--- src/rtl/sdm_pkg.sv ---
package sdm_pkg;

  localparam int SDM_IN_W    = 20;
  localparam int SDM_OUT_W   = 3;
  localparam int SDM_GUARD_W = 2;

  // smallest input that keeps the sum non-negative: the history term can subtract
  // up to one full residue field
  function automatic int unsigned sdm_floor(input int frac_w);
    return (32'd1 << frac_w) - 32'd1;
  endfunction

  // largest input that keeps the code within its field: the history term can add
  // up to two full residue fields
  function automatic int unsigned sdm_ceil(input int in_w, input int frac_w);
    return (32'd1 << in_w) - (32'd1 << (frac_w + 1)) + 32'd1;
  endfunction

endpackage

--- src/rtl/sdm_err_filter.sv ---
module sdm_err_filter #(
  parameter int FRAC_W = 17,
  parameter int ACC_W  = 25
) (
  input  logic              clk,
  input  logic              rst_n,
  input  logic              en,
  input  logic [FRAC_W-1:0] err_in,
  output logic [ACC_W-1:0]  corr,
  output logic [FRAC_W-1:0] hist1,
  output logic [FRAC_W-1:0] hist2
);

  localparam int TAPS  = 2;
  localparam int EXT_W = ACC_W - FRAC_W;

  logic [FRAC_W-1:0] tap_q [TAPS];
  logic [FRAC_W-1:0] tap_d [TAPS];

  genvar k;
  generate
    for (k = 0; k < TAPS; k++) begin : g_tap
      if (k == 0) begin : g_head
        always_comb tap_d[k] = en ? err_in : tap_q[k];
      end else begin : g_tail
        always_comb tap_d[k] = en ? tap_q[k-1] : tap_q[k];
      end

      always_ff @(posedge clk or negedge rst_n) begin
        if (!rst_n) tap_q[k] <= '0;
        else        tap_q[k] <= tap_d[k];
      end
    end
  endgenerate

  logic [ACC_W-1:0] ext1;
  logic [ACC_W-1:0] ext2;

  always_comb begin
    ext1 = {{EXT_W{1'b0}}, tap_q[0]};
    ext2 = {{EXT_W{1'b0}}, tap_q[1]};
    // residue is the negated quantization error, so adding 2e1 - e2 subtracts
    // the filtered error
    corr = (ext1 << 1) - ext2;
  end

  assign hist1 = tap_q[0];
  assign hist2 = tap_q[1];

endmodule

--- src/rtl/sdm_quant_split.sv ---
module sdm_quant_split #(
  parameter int ACC_W  = 25,
  parameter int FRAC_W = 17,
  parameter int OUT_W  = 3
) (
  input  logic [ACC_W-1:0]              sum,
  output logic [OUT_W-1:0]              code,
  output logic [FRAC_W-1:0]             resid,
  output logic [ACC_W-FRAC_W-OUT_W-1:0] guard
);

  localparam int TOP_LO = FRAC_W + OUT_W;

  always_comb begin
    resid = sum[FRAC_W-1:0];
    code  = sum[FRAC_W +: OUT_W];
    guard = sum[ACC_W-1:TOP_LO];
  end

endmodule

--- src/rtl/sdm_efb_top.sv ---
module sdm_efb_top #(
  parameter int W_IN    = sdm_pkg::SDM_IN_W,
  parameter int W_OUT   = sdm_pkg::SDM_OUT_W,
  parameter int GUARD_W = sdm_pkg::SDM_GUARD_W
) (
  input  logic             clk,
  input  logic             rst_n,
  input  logic             en,
  input  logic [W_IN-1:0]  din,
  output logic [W_OUT-1:0] dout
);

  localparam int FRAC_W = W_IN - W_OUT;
  localparam int ACC_W  = W_IN + W_OUT + GUARD_W;
  localparam int HI_W   = ACC_W - FRAC_W - W_OUT;

  logic [ACC_W-1:0]  corr;
  logic [ACC_W-1:0]  sum;
  logic [W_OUT-1:0]  code;
  logic [FRAC_W-1:0] resid;
  logic [HI_W-1:0]   sum_guard;
  logic [FRAC_W-1:0] hist1;
  logic [FRAC_W-1:0] hist2;
  logic [W_OUT-1:0]  dout_q;
  logic [W_OUT-1:0]  dout_d;

  sdm_err_filter #(
    .FRAC_W (FRAC_W),
    .ACC_W  (ACC_W)
  ) u_filt (
    .clk    (clk),
    .rst_n  (rst_n),
    .en     (en),
    .err_in (resid),
    .corr   (corr),
    .hist1  (hist1),
    .hist2  (hist2)
  );

  always_comb sum = {{(ACC_W-W_IN){1'b0}}, din} + corr;

  sdm_quant_split #(
    .ACC_W  (ACC_W),
    .FRAC_W (FRAC_W),
    .OUT_W  (W_OUT)
  ) u_split (
    .sum   (sum),
    .code  (code),
    .resid (resid),
    .guard (sum_guard)
  );

  always_comb dout_d = en ? code : dout_q;

  always_ff @(posedge clk or negedge rst_n) begin
    if (!rst_n) dout_q <= '0;
    else        dout_q <= dout_d;
  end

  assign dout = dout_q;

endmodule

--- config.mk ---
export PLATFORM = sky130hd
export DESIGN_NAME = sdm_efb_top
export DESIGN_NICKNAME = d
export VERILOG_FILES = /design/src/rtl/sdm_pkg.sv /design/src/rtl/sdm_err_filter.sv /design/src/rtl/sdm_quant_split.sv /design/src/rtl/sdm_efb_top.sv
export SDC_FILE = /design/constraint.sdc
export NUM_CORES = 1
export LEC_CHECK = 0
export ABC_AREA = 1
export BUFFER_PORTS_ARGS = -buffer_cell sky130_fd_sc_hd__buf_2
export CAP_MARGIN = 20
export CORE_ASPECT_RATIO = 1.25
export CORE_UTILIZATION = 40
export CTS_BUF_LIST = sky130_fd_sc_hd__clkbuf_16
export CTS_CLUSTER_DIAMETER = 200
export DETAILED_ROUTE_END_ITERATION = 7
export RECOVER_POWER = 25
export SLEW_MARGIN = 15
export SYNTH_ARGS = -nofsm -noshare
export SYNTH_HDL_FRONTEND = slang
export SYNTH_SLANG_ARGS = --single-unit
--- constraint.sdc ---
create_clock -name clk -period 6.8 [get_ports clk]
set_input_delay 0.34 -clock clk [delete_from_list [all_inputs] [get_ports clk]]
set_output_delay 0.34 -clock clk [all_outputs]
set_load 0.02 [all_outputs]
### Word-level counts from Yosys, hierarchy flattened

Cells that the tools add are included.

| word-level totals | value |
|---|---|
| register bits after elaboration | 37 |
| output and inout port bits | 3 |
| latch bits | 0 |
| bits of input ports | 23 |
| memories | 0 |
| bits in writable memories | 0 |
| memory bits (read-only) | 0 |

| operators by class | value |
|---|---|
| divide/modulo/power cells | 0 |
| reduce and logical (&&, ||, !) cells | 0 |
| $add $sub $neg | 2 |
| eq/ne operators | 0 |
| mux-type cells | 0 |
| multiply operators | 0 |
| magnitude comparators | 0 |
| bitwise logic cells | 0 |
| shifts and indexed selects | 0 |

Operator list:

| cell | number |
|---|---|
| $add 20x20->20 | 1 |
| $sub 18x17->19 | 1 |

### Logic depth before layout (Yosys ltp)

Gate-level depths: netlist of the first run.

| logic depth | value |
|---|---|
| word-level depth | 2 |
| gate-level depth with buffers | 22 |

### Modules after synthesis

From an unflattened synthesis of the first run, not the netlist that was laid out.

| second synthesis, totals | value |
|---|---|
| cells, all modules | 686 |
| area, all modules | 4331.7 µm² |

By module, submodules not included:

| module | cells an instance | times used | area an instance (µm²) | seq. area each (µm²) |
|---|---|---|---|---|
| sdm_err_filter | 301 | 1 | 2314.7 | 850.8 |
| sdm_efb_top | 360 | 1 | 1829.3 | 75.1 |
| sdm_quant_split | 25 | 1 | 187.7 | 0.0 |

### Worst setup path after synthesis of the first run

Ideal clock, no wire load.

| timing | value |
|---|---|
| kind | register -> register |
| start point | register u_filt.tap_q (netlist bit u_filt.hist1[0]) |
| end point | register dout_q[1], in the netlist dout[1] |
| path slack | 4149 ps |
| library setup time | 117 ps |
| stages on the path, launching flop included | 19 |
| period minus slack after synthesis | 2651 ps |
| arrival time | 2534 ps |
| cell sequence | dfrtp_1 > inv_1 > fa_1 > nor2_1 > nor2_1 > o21ai_2 > nand3_1 > nand3_1 > nand3_1 > nand3_1 > nand2_1 > ha_1 > nand4_1 > nor3_1 > nand4_1 > nand3_1 > nand2_1 > nand3_1 > nand2_1 |

| between the ends | value |
|---|---|
| cells in the longest elaborated chain, start to end | 2 |

RTL lines:

| what | line | source |
|---|---|---|
| from (decl) | sdm_err_filter.sv:17 | `logic [FRAC_W-1:0] tap_q [TAPS];` |
| from (signal, indexed assignment) | sdm_err_filter.sv:31 | `else tap_q[k] <= tap_d[k];` |
| $sub 18x17->19 | sdm_err_filter.sv:44 | `corr = (ext1 << 1) - ext2;` |
| $add 20x20->20 | sdm_efb_top.sv:40 | `always_comb sum = {{(ACC_W-W_IN){1'b0}}, din} + corr;` |
| to (signal assigned) | sdm_efb_top.sv:57 | `else dout_q <= dout_d;` |
| to (decl) | sdm_efb_top.sv:24 | `logic [W_OUT-1:0] dout_q;` |

No other way between the ends.
A chain may end at the register's enable or synchronous reset.

### Worst setup path after layout of the first run

Ends and elaborated chain as after synthesis.

==> impl_metrics.py, run 1 <==
metrics = {
    "global_route": {
        "grt_antenna_before_repair": 0,
        "wire_length_of_the_first_global_routing_pass_mm": 14.9,
        "grt_max_degree": 48,
        "grt-ovfl-total": 0,
        "grt_use_total": 0.210,
        "first_global_vias": 3261,
    },
    "timing": {
        "post-route-worst-setup-slack_ns": 3.56,
        "tightest_slew_ns": 2.09,
        "final_cycle_share": 0.476,
        "report.final.hold_viol_count": 0,
        "maxSlewHeadroom": -0.391,
        "period_minus_slack_ns": 3.24,
        "max_freq_mhz": 309,
        "fin_hold_ws_ns": 0.428,
        "setup_total_negative_slack_ns": 0,
        "final-setup-viol-count": 0,
        "slew_viol_final": 38,
        "grt_setup_unrepaired": "false",
        "finalClockSkew_ns": 0.00703,
    },
    "clock_network": {
        "ctsHtreeMaxLevel": 2,
        "cts_repair_resize_count": 0,
        "cts-root-buf": "sky130_fd_sc_hd__clkbuf_16",
        "clock_tree.buffer_depth": 2,
        "cts_post_setup_buffers_inserted": 0,
        "path_clk_slew_ns": 0.06,
        "cts.sink_count": 37,
        "clk-insertion-delay-late_ns": 0.29,
        "cts_tree": "done",
        "number_of_buffers_added_to_fix_hold_violations_after_cts": 0,
        "cts-buffers-inserted": 5,
    },
    "synth": {
        "synthDominantCellAreaShare": 0.269,
        "synth_cells": 491,
        "synth-compound-area-share": 0.157,
        "post_synth_num_cell_types": 36,
        "yosys_warnings": 0,
        "synth_commonest_cells": "133 x sky130_fd_sc_hd__nand2_1, 51 x sky130_fd_sc_hd__inv_1, 37 x sky130_fd_sc_hd__a21oi_1, 37 x sky130_fd_sc_hd__dfrtp_1, 37 x sky130_fd_sc_hd__ha_1",
        "yosys_register_bits": 37,
        "post_synth_main_area_contributors": "sky130_fd_sc_hd__dfrtp_1 27%, sky130_fd_sc_hd__nand2_1 15%, sky130_fd_sc_hd__ha_1 13%",
        "synth_edf_count": 0,
        "post_synthesis_net_count": 553,
        "synth-simple-area-share": 0.292,
        "async_flop_share": 1.00,
        "yosys.area_share.adder": 0.146,
        "synth-seq-area-share": 0.269,
        "synth_xor_area_frac": 0.0662,
        "postSynth.topFlopCell": "sky130_fd_sc_hd__dfrtp_1",
        "synth.cell_area_sq_um": 3440,
        "post_synth_mux_area_share": 0,
        "synthesis.area_per_instance_sq_um": 7.01,
        "combinational_family_with_the_most_area_after_synthesis": "simple AND/OR/NAND/NOR gates",
        "synth.most_common_cell": "sky130_fd_sc_hd__nand2_1",
        "synth_top_area_cell": "sky130_fd_sc_hd__dfrtp_1",
    },
    "detailed_routing": {
        "postRouteAntennaNets": 0,
        "drc_violation_count_after_routing": 0,
        "vias": 3203,
        "vias_per_cell": 5.22,
        "wl_per_cell_microns": 14.5,
        "dr_pass1_iterations": 4,
        "initialDrtViolationCount": 167,
        "wl_mm": 8.89,
    },
    "place": {
        "dp.cells": 606,
        "place_hpwl_mm": 7.14,
        "port_buffers": 25,
        "dp_slack_ns": 3.56,
        "routabilityCongestion": 0.945,
    },
    "worst_setup_path": {
        "crit-reg2reg-capture": "dout[1]$_DFFE_PN0P_",
        "data_required_time_at_the_worst_endpoint_ns": 6.97,
        "crit_path_end": "dout[1]$_DFFE_PN0P_",
        "cp_max_fo": 4,
        "rr_startpoint": "u_filt.hist1[0]$_DFFE_PN0P_",
        "reg2reg_slack_ns": 3.56,
        "worst_r2r_path_depth": 18,
        "critPathLaunch": "u_filt.hist1[0]$_DFFE_PN0P_",
        "worst-setup-path-type": "reg -> reg",
        "setup.worst_path.start_class": "register",
        "worst_setup_path_end_kind": "register",
        "cp.arrival_ns": 3.41,
    },
    "die": {
        "fp.coreArea_sq_um": 8290,
        "start_util": 0.415,
        "core.rowCount": 37,
        "fp.dieH_microns": 106,
        "die_area_sq_um": 8980,
        "die_x_microns": 85.0,
        "design.portCount": 26,
    },
    "finish": {
        "layout.cells.non_filler": 614,
        "area_growth_syn_to_layout_pct": 11.1,
        "antenna_cells": 0,
        "fillCellCount": 826,
        "nets": 578,
        "multi_input_area_sq_um": 2280,
        "register_area_sq_um": 926,
        "drive_gt1_frac": 0.118,
    },
    "job": {
        "max_cap_viol_count": 1,
    },
    "outcome": {
        "failed_checks": "max-capacitance violations, max-slew violations",
        "outcome": "finished, violations left",
    },
    "min_path": {
        "min_delay_path_class": "in -> reg",
    },
}
==> registers in the layout, summed over array words and instances, names as in the netlist <==
name,flops
dout,3
u_filt.hist1,17
u_filt.hist2,17
==> cell type report <==
cell class | instances | area share
multi-input cells | 391 | 0.595
flip-flops and latches | 37 | 0.242
inverters | 56 | 0.0550
clock buffers | 5 | 0.0327
repair buffers | 25 | 0.0324
well taps | 97 | 0.0317
clock inverters | 3 | 0.0108
==> layout by cell type (no fill, tap or decap), types with 5 or more instances in the layout <==
cell type,Yosys,final
sky130_fd_sc_hd__dfrtp_1,37,37
sky130_fd_sc_hd__nand4_1,7,7
sky130_fd_sc_hd__xnor2_1,15,15
sky130_fd_sc_hd__xor2_1,11,11
sky130_fd_sc_hd__nand2_1,133,133
sky130_fd_sc_hd__nor2_1,34,34
sky130_fd_sc_hd__buf_2,2,24
sky130_fd_sc_hd__clkbuf_16,0,5
sky130_fd_sc_hd__a21oi_1,37,37
sky130_fd_sc_hd__nand3_1,24,24
sky130_fd_sc_hd__inv_1,51,51
sky130_fd_sc_hd__ha_1,37,37
sky130_fd_sc_hd__o21ai_1,13,13
sky130_fd_sc_hd__nand2_2,10,10
sky130_fd_sc_hd__o21ai_0,33,33
==> metal layers <==
metal | part of all wire | vias up | track usage
met2 | 0.48 | 58 | 0.370
met4 | 0.031 | 0 | 0.0860
met5 | 0 | - | 0
met3 | 0.023 | 24 | 0.0258
li1 | - | 1663 | -
met1 | 0.46 | 1458 | 0.257
==> kinds of logic (layout without fill, tap and decap cells) <==
logic type / count (synthesis) / count (layout)
xor+xnor: 26 / 26
buf+inv: 63 / 89
simple gates: 227 / 227
compound gates: 99 / 99
fa+ha+maj: 39 / 39
flops: 37 / 37
==> worst max-delay path, stage by stage (launching register included) <==
cell	delay (ns)
sky130_fd_sc_hd__dfrtp_1	0.37
sky130_fd_sc_hd__inv_1	0.08
sky130_fd_sc_hd__fa_1	0.49
sky130_fd_sc_hd__nor2_1	0.13
sky130_fd_sc_hd__nor2_1	0.07
sky130_fd_sc_hd__o21ai_2	0.14
sky130_fd_sc_hd__nand3_1	0.09
sky130_fd_sc_hd__nand3_1	0.12
sky130_fd_sc_hd__nand3_1	0.13
sky130_fd_sc_hd__nand3_1	0.10
sky130_fd_sc_hd__nand2_1	0.10
sky130_fd_sc_hd__ha_1	0.34
sky130_fd_sc_hd__nand4_1	0.13
sky130_fd_sc_hd__nor3_1	0.31
sky130_fd_sc_hd__nand4_1	0.20
sky130_fd_sc_hd__nand3_1	0.14
sky130_fd_sc_hd__nand2_1	0.05
sky130_fd_sc_hd__nand3_1	0.06
sky130_fd_sc_hd__nand2_1	0.07
==> how the worst min path moves through the flow <==
| stage | startpoint | end | slack (ns) | cells past startpoint |
|---|---|---|---|---|
| floorplan | rst_n | dout[0]$_DFFE_PN0P_ | 0.04 | 0 |
| global placement | dout[0]$_DFFE_PN0P_ | dout[0]$_DFFE_PN0P_ | 0.46 | 2 |
| detailed placement | dout[2]$_DFFE_PN0P_ | dout[2]$_DFFE_PN0P_ | 0.47 | 2 |
| CTS | rst_n | u_filt.hist2[2]$_DFFE_PN0P_ | 0.21 | 1 |
| global route | din[0] | u_filt.hist1[0]$_DFFE_PN0P_ | 0.48 | 4 |
| finish | din[0] | u_filt.hist1[0]$_DFFE_PN0P_ | 0.43 | 4 |
==> metrics by stage <==
stage / util / cell area, sq um
after CTS: 0.462 / 3830
after floorplan: - / 3440
final: 0.462 / 3820
after global routing: 0.462 / 3820
after global placement: 0.442 / 3660
after detailed placement: 0.442 / 3660
Power of run 1 is not shown: default switching activity piles up to over one toggle a cycle in this logic, so the estimate is an artifact.
==> run 2: changes to the inputs <==
--- a/config.mk
+++ b/config.mk
@@ -5,7 +5,7 @@
 export SDC_FILE = /design/constraint.sdc
 export NUM_CORES = 1
 export LEC_CHECK = 0
-export ABC_AREA = 1
+export ABC_AREA = 0
 export BUFFER_PORTS_ARGS = -buffer_cell sky130_fd_sc_hd__buf_2
 export CAP_MARGIN = 20
 export CORE_ASPECT_RATIO = 1.25
==> constraint.sdc (replaced) <==
create_clock -name clk -period 2.63 [get_ports clk]
set_input_delay 0.1315 -clock clk [delete_from_list [all_inputs] [get_ports clk]]
set_output_delay 0.1315 -clock clk [all_outputs]
set_load 0.02 [all_outputs]
==> impl_metrics.py, run 2 <==
metrics = {
    "synth": {
        "post_synthesis_net_count": 429,
        "synth_cells": 367,
        "synth_edf_count": 0,
        "synthDominantCellAreaShare": 0.288,
        "async_flop_share": 1.00,
        "synth_commonest_cells": "39 x sky130_fd_sc_hd__nand2_1, 37 x sky130_fd_sc_hd__dfrtp_1, 37 x sky130_fd_sc_hd__ha_1",
        "synth-simple-area-share": 0.126,
        "yosys_warnings": 0,
        "yosys.area_share.adder": 0.156,
        "synth.cell_area_sq_um": 3220,
        "yosys_register_bits": 37,
        "synth_xor_area_frac": 0.0816,
        "postSynth.topFlopCell": "sky130_fd_sc_hd__dfrtp_1",
        "post_synth_mux_area_share": 0.0591,
        "synth.most_common_cell": "sky130_fd_sc_hd__nand2_1",
        "combinational_family_with_the_most_area_after_synthesis": "compound AO/OA/AOI/OAI gates",
        "synth-compound-area-share": 0.250,
        "synth_top_area_cell": "sky130_fd_sc_hd__dfrtp_1",
        "post_synth_main_area_contributors": "sky130_fd_sc_hd__dfrtp_1 29%, sky130_fd_sc_hd__ha_1 14%, sky130_fd_sc_hd__xnor2_1 6.8%",
        "post_synth_num_cell_types": 52,
        "synthesis.area_per_instance_sq_um": 8.77,
        "synth-seq-area-share": 0.288,
    },
    "detailed_routing": {
        "wirelength_met1_mm": 3.83,
        "dr_pass1_iterations": 4,
        "initialDrtViolationCount": 109,
        "met2RoutedLength_mm": 4.84,
        "wl_met3_microns": 184,
        "dr.max_layer_used": "met4",
        "postRouteAntennaNets": 0,
        "vias_per_cell": 5.22,
        "wl_per_cell_microns": 15.2,
        "drc_violation_count_after_routing": 0,
        "vias": 3096,
        "wl_mm": 9.02,
    },
    "die": {
        "core.rowCount": 36,
        "design.portCount": 26,
        "die_x_microns": 82.2,
        "fp.dieH_microns": 102,
        "die_area_sq_um": 8410,
        "fp.coreArea_sq_um": 7790,
        "start_util": 0.413,
    },
    "place": {
        "port_buffers": 25,
        "dp.cells": 567,
        "routabilityCongestion": 0.873,
        "place_hpwl_mm": 6.75,
    },
    "finish": {
        "drive_gt1_frac": 0.448,
        "antenna_cells": 0,
        "layout.cells.most_common": "sky130_fd_sc_hd__buf_4",
        "nets": 559,
        "utilization": 0.605,
        "layout.cells.non_filler": 593,
        "mostFrequentLayoutCells": "92 x sky130_fd_sc_hd__buf_4, 37 x sky130_fd_sc_hd__dfrtp_1, 33 x sky130_fd_sc_hd__nand2_1",
        "area_growth_syn_to_layout_pct": 46.4,
    },
    "worst_setup_path": {
        "slowest_stage": "sky130_fd_sc_hd__dfrtp_1",
        "cp_max_fo": 4,
        "worst-setup-path-type": "reg -> reg",
        "worstPathCellList": "ha_1 -> nor2b_4 -> o2111ai_2 -> a21boi_2 -> or3_4 -> a31o_4 -> a21oi_2 -> xnor2_1 -> ha_1 -> o21ai_2 -> a21oi_4 -> a21oi_2 -> o221ai_2 -> a21oi_2 -> xnor2_1 -> mux2_4",
        "slowest_delay_ns": 0.39,
        "worst_r2r_path_depth": 16,
        "timing.critical_path.mode_cell": "sky130_fd_sc_hd__a21oi_2",
        "cp.arrival_ns": 3.70,
        "worst_setup_path_end_kind": "register",
        "data_required_time_at_the_worst_endpoint_ns": 2.80,
        "setup.worst_path.start_class": "register",
    },
    "clock_network": {
        "cts-root-buf": "sky130_fd_sc_hd__clkbuf_16",
        "clock_tree.buffer_depth": 2,
        "path_clk_slew_ns": 0.06,
        "cts.sink_count": 37,
        "clk-insertion-delay-late_ns": 0.28,
        "ctsHtreeMaxLevel": 2,
        "cts_tree": "done",
        "cts-buffers-inserted": 5,
    },
    "timing": {
        "report.final.hold_viol_count": 0,
        "grt_setup_unrepaired": "true",
        "maxSlewHeadroom": 0.420,
        "tightest_slew_ns": 0.870,
        "period_minus_slack_ns": 3.53,
        "post-route-worst-setup-slack_ns": -0.902,
        "final_cycle_share": 1.34,
        "max_freq_mhz": 283,
        "fin_hold_ws_ns": 0.217,
        "final-setup-viol-count": 15,
        "finalClockSkew_ns": 0.00657,
        "slew_viol_final": 0,
    },
    "global_route": {
        "grt_antenna_before_repair": 0,
        "wire_length_of_the_first_global_routing_pass_mm": 14.6,
        "first_global_vias": 3144,
        "grt_use_total": 0.231,
        "grt-ovfl-total": 0,
        "grt_max_degree": 42,
    },
    "outcome": {
        "failed_checks": "negative setup slack",
        "outcome": "finished, violations left",
    },
    "job": {
        "max_cap_viol_count": 0,
    },
    "min_path": {
        "min_delay_path_class": "in -> reg",
        "min_delay_path_depth": 4,
    },
}
run 2: cell count changes after synthesis, moves of 6 or more:
cell | previous run | this run
sky130_fd_sc_hd__a21o_1 | 3 | 9
sky130_fd_sc_hd__inv_1 | 51 | 25
sky130_fd_sc_hd__mux2_2 | 0 | 16
sky130_fd_sc_hd__nand2_1 | 133 | 39
sky130_fd_sc_hd__nand2_2 | 10 | 0
sky130_fd_sc_hd__nand3_1 | 24 | 6
sky130_fd_sc_hd__nor2_1 | 34 | 23
sky130_fd_sc_hd__o21a_1 | 2 | 10
sky130_fd_sc_hd__o21ai_1 | 13 | 2
sky130_fd_sc_hd__xnor2_1 | 15 | 25
sky130_fd_sc_hd__xor2_1 | 11 | 5
run 2: through the flow:
step | setup TNS [ns] | cell area [sq um] | worst slack [ns]
finish | -9.45 | 4710 | -0.902
global placement | -9.26 | 4190 | -0.968
detailed placement | -10.0 | 4190 | -1.01
global route | -12.09 | 4710 | -1.05
CTS | -8.69 | 4550 | -0.854
floorplan | -5.32 | 3300 | -0.733
run 2: path summary, 6_finish.rpt:
kind	slack, ns	from	end
setup reg to reg	-0.90	u_filt.hist1[0]$_DFFE_PN0P_	u_filt.hist1[16]$_DFFE_PN0P_
max in group asynchronous	1.58	rst_n	u_filt.hist1[9]$_DFFE_PN0P_
min in group asynchronous	0.51	rst_n	u_filt.hist1[4]$_DFFE_PN0P_
hold reg to reg	0.52	dout[0]$_DFFE_PN0P_	dout[0]$_DFFE_PN0P_
setup / recovery	-0.90	u_filt.hist1[0]$_DFFE_PN0P_	u_filt.hist1[16]$_DFFE_PN0P_
hold / removal	0.22	din[0]	u_filt.hist1[0]$_DFFE_PN0P_
run 2: kinds of logic after synthesis:
group / count (synthesis)
fa+ha+maj: 39
xor+xnor: 30
flops: 37
mux: 17
compound gates: 121
buf+inv: 33
simple gates: 90
run 2: cell type report:
class | count | area [sq um]
Fill cell | 659 | 3080
Multi-Input combinational cell | 297 | 2480
Timing Repair Buffer | 131 | 951
Sequential cell | 37 | 926
Clock buffer | 5 | 125
Tap cell | 95 | 119
Inverter | 25 | 93.8
Clock inverter | 3 | 13.8
run 2: what timing repair did:
action                                  CTS  global route
buffers inserted                          9             8
gates resized for setup                  39            28
pin swaps                                36            24
endpoints found under the hold margin    14             0
endpoints found under the setup margin   15            15
hold buffers                              1             0
run 2: per-layer routing:
layer,global-route usage,vias up
li1,-,1563
met1,0.271,1485
met2,0.431,35
met3,0.0277,13
met4,0.0648,0
met5,0,-
run 2: critical path, delay by kind of cell (launching register included):
family,cells,cell delay (ns)
flops,1,0.39
mux,1,0.26
xor+xnor,2,0.22
fa+ha+maj,2,0.68
compound gates,9,1.40
simple gates,2,0.48
Power of run 2 is left out for the same reason.
==> run 3: changes to the inputs <==
--- a/config.mk
+++ b/config.mk
@@ -13,6 +13,7 @@
 export CTS_BUF_LIST = sky130_fd_sc_hd__clkbuf_16
 export CTS_CLUSTER_DIAMETER = 200
 export DETAILED_ROUTE_END_ITERATION = 7
+export PLACE_DENSITY = 0.69
 export RECOVER_POWER = 25
 export SLEW_MARGIN = 15
 export SYNTH_ARGS = -nofsm -noshare
==> impl_metrics.py, run 3 (synthesis gave the netlist of run 2 again) <==
metrics = {
    "timing": {
        "post-route-worst-setup-slack_ns": -0.886,
        "maxSlewHeadroom": -0.370,
        "grt_setup_unrepaired": "true",
        "report.final.hold_viol_count": 0,
        "final_cycle_share": 1.34,
        "max_freq_mhz": 284,
        "final-setup-viol-count": 15,
        "slew_viol_final": 38,
        "period_minus_slack_ns": 3.52,
        "tightest_slew_ns": 2.06,
        "finalClockSkew_ns": 0.00658,
    },
    "detailed_routing": {
        "dr_pass1_iterations": 4,
        "drc_violation_count_after_routing": 0,
        "wl_per_cell_microns": 15.7,
        "vias": 3123,
        "vias_per_cell": 5.31,
        "initialDrtViolationCount": 138,
        "wl_mm": 9.21,
        "postRouteAntennaNets": 0,
    },
    "worst_setup_path": {
        "critical_path.n_buffers_inverters": 1,
        "crit_path_end": "u_filt.hist1[16]$_DFFE_PN0P_",
        "reg2reg_slack_ns": -0.89,
        "rr_startpoint": "u_filt.hist2[1]$_DFFE_PN0P_",
        "cp_max_fo": 5,
        "critPathLaunch": "u_filt.hist2[1]$_DFFE_PN0P_",
        "worst_path_dominant_cell_family": "compound AO/OA/AOI/OAI gates",
        "setup.worst_path.start_class": "register",
        "worst-setup-path-type": "reg -> reg",
        "timing.critical_path.mode_cell": "sky130_fd_sc_hd__a21oi_2",
        "cp.depth": 17,
        "slowest_delay_ns": 0.41,
        "slowest_stage": "sky130_fd_sc_hd__dfrtp_1",
        "crit-reg2reg-capture": "u_filt.hist1[16]$_DFFE_PN0P_",
        "cp.arrival_ns": 3.69,
        "worstPathCellList": "inv_2 -> ha_4 -> nor2b_4 -> o2111ai_2 -> a21boi_2 -> or3_4 -> a31o_4 -> a21oi_2 -> xnor2_1 -> ha_1 -> o21ai_1 -> a21oi_2 -> a21oi_2 -> o221ai_2 -> a21oi_2 -> xnor2_1 -> mux2_2",
        "worst_r2r_path_depth": 17,
        "data_required_time_at_the_worst_endpoint_ns": 2.80,
        "worst_setup_path_end_kind": "register",
    },
    "finish": {
        "drive_gt1_frac": 0.469,
        "mostFrequentLayoutCells": "93 x sky130_fd_sc_hd__buf_4, 37 x sky130_fd_sc_hd__dfrtp_1, 33 x sky130_fd_sc_hd__nand2_1",
        "area_growth_syn_to_layout_pct": 47.0,
        "layout.cells.most_common": "sky130_fd_sc_hd__buf_4",
        "nets": 554,
        "utilization": 0.607,
        "antenna_cells": 0,
    },
    "die": {
        "fp.dieH_microns": 102,
        "die_area_sq_um": 8410,
        "design.portCount": 26,
        "fp.coreArea_sq_um": 7790,
        "core.rowCount": 36,
        "start_util": 0.413,
        "die_x_microns": 82.2,
    },
    "global_route": {
        "grt-ovfl-total": 0,
        "wire_length_of_the_first_global_routing_pass_mm": 14.0,
        "grt_use_total": 0.222,
        "first_global_vias": 3157,
        "grt_max_degree": 38,
        "grt_antenna_before_repair": 0,
    },
    "clock_network": {
        "cts-buffers-inserted": 5,
        "path_clk_slew_ns": 0.06,
        "cts_tree": "done",
        "cts.sink_count": 37,
        "clock_tree.buffer_depth": 2,
        "cts-root-buf": "sky130_fd_sc_hd__clkbuf_16",
        "clk-insertion-delay-late_ns": 0.28,
        "ctsHtreeMaxLevel": 2,
    },
    "job": {
        "max_cap_viol_count": 1,
    },
    "place": {
        "routabilityCongestion": 0.890,
        "port_buffers": 25,
        "place_hpwl_mm": 6.63,
    },
    "min_path": {
        "min_delay_path_class": "in -> reg",
    },
    "outcome": {
        "failed_checks": "max-capacitance violations, max-slew violations, negative setup slack",
        "outcome": "finished, violations left",
    },
}
## run 3: changes by cell type in the layout (fill, tap and decap cells not counted), moves of 3 or more
cell / before / now
sky130_fd_sc_hd__clkbuf_4: 6 / 0
sky130_fd_sc_hd__buf_6: 5 / 8
sky130_fd_sc_hd__ha_1: 32 / 29
sky130_fd_sc_hd__a21oi_1: 20 / 17
sky130_fd_sc_hd__a21oi_2: 14 / 18
sky130_fd_sc_hd__o21ai_0: 26 / 23
## run 3: worst min-delay path by stage
stage | start | to | slack, ns | cells after the start
floorplan | rst_n | dout[0]$_DFFE_PN0P_ | -0.16 | 0
global placement | rst_n | u_filt.hist2[4]$_DFFE_PN0P_ | 0.28 | 1
detailed placement | rst_n | u_filt.hist1[3]$_DFFE_PN0P_ | 0.30 | 1
CTS | rst_n | u_filt.hist2[15]$_DFFE_PN0P_ | 0.002 | 1
global route | din[0] | u_filt.hist1[0]$_DFFE_PN0P_ | 0.28 | 4
finish | din[0] | u_filt.hist1[0]$_DFFE_PN0P_ | 0.24 | 4
## run 3: per-stage QoR
step	setup TNS (ns)	setup WS [ns]	cell area (sq um)	hold WS [ns]	std cells
2_1_floorplan	-5.32	-0.733	3300	-0.164	367
3_3_place_gp	-8.41	-0.872	4150	0.278	564
3_5_place_dp	-9.19	-0.915	4150	0.303	564
4_1_cts	-8.70	-0.844	4460	0.00222	582
5_1_grt	-11.63	-1.04	4730	0.275	588
6_report	-9.60	-0.886	4730	0.235	588
## run 3: per-layer routing
layer / up-vias / track usage / wire length, microns
li1: 1557 / - / -
met1: 1493 / 0.243 / 3750
met2: 61 / 0.427 / 5050
met3: 12 / 0.0268 / 259
met4: 0 / 0.0756 / 147
met5: - / 0 / 0
## run 3: layout make-up
type / count / area [sq um]
sequential: 37 / 926
clock buffer: 5 / 125
inverter: 25 / 93.8
timing repair buffer: 126 / 912
tap: 95 / 119
fill: 649 / 3060
multi-input combinational: 297 / 2550
clock inverter: 3 / 11.3
## run 3: repair_timing
| action | 4_1_cts | 5_1_grt |
|---|---|---|
| pin swaps | 27 | 25 |
| setup buffers | 10 | 11 |
| hold buffers | 0 | 0 |
| resized for setup | 29 | 57 |
| endpoints found under the setup margin | 15 | 15 |
## run 3: tightest hold or removal path: stages
cell and delay, ns:
sky130_fd_sc_hd__buf_2 0.08, sky130_fd_sc_hd__ha_1 0.12, sky130_fd_sc_hd__nand2_1 0.05, sky130_fd_sc_hd__o21ai_0 0.09
Power of run 3 is left out for the same reason.
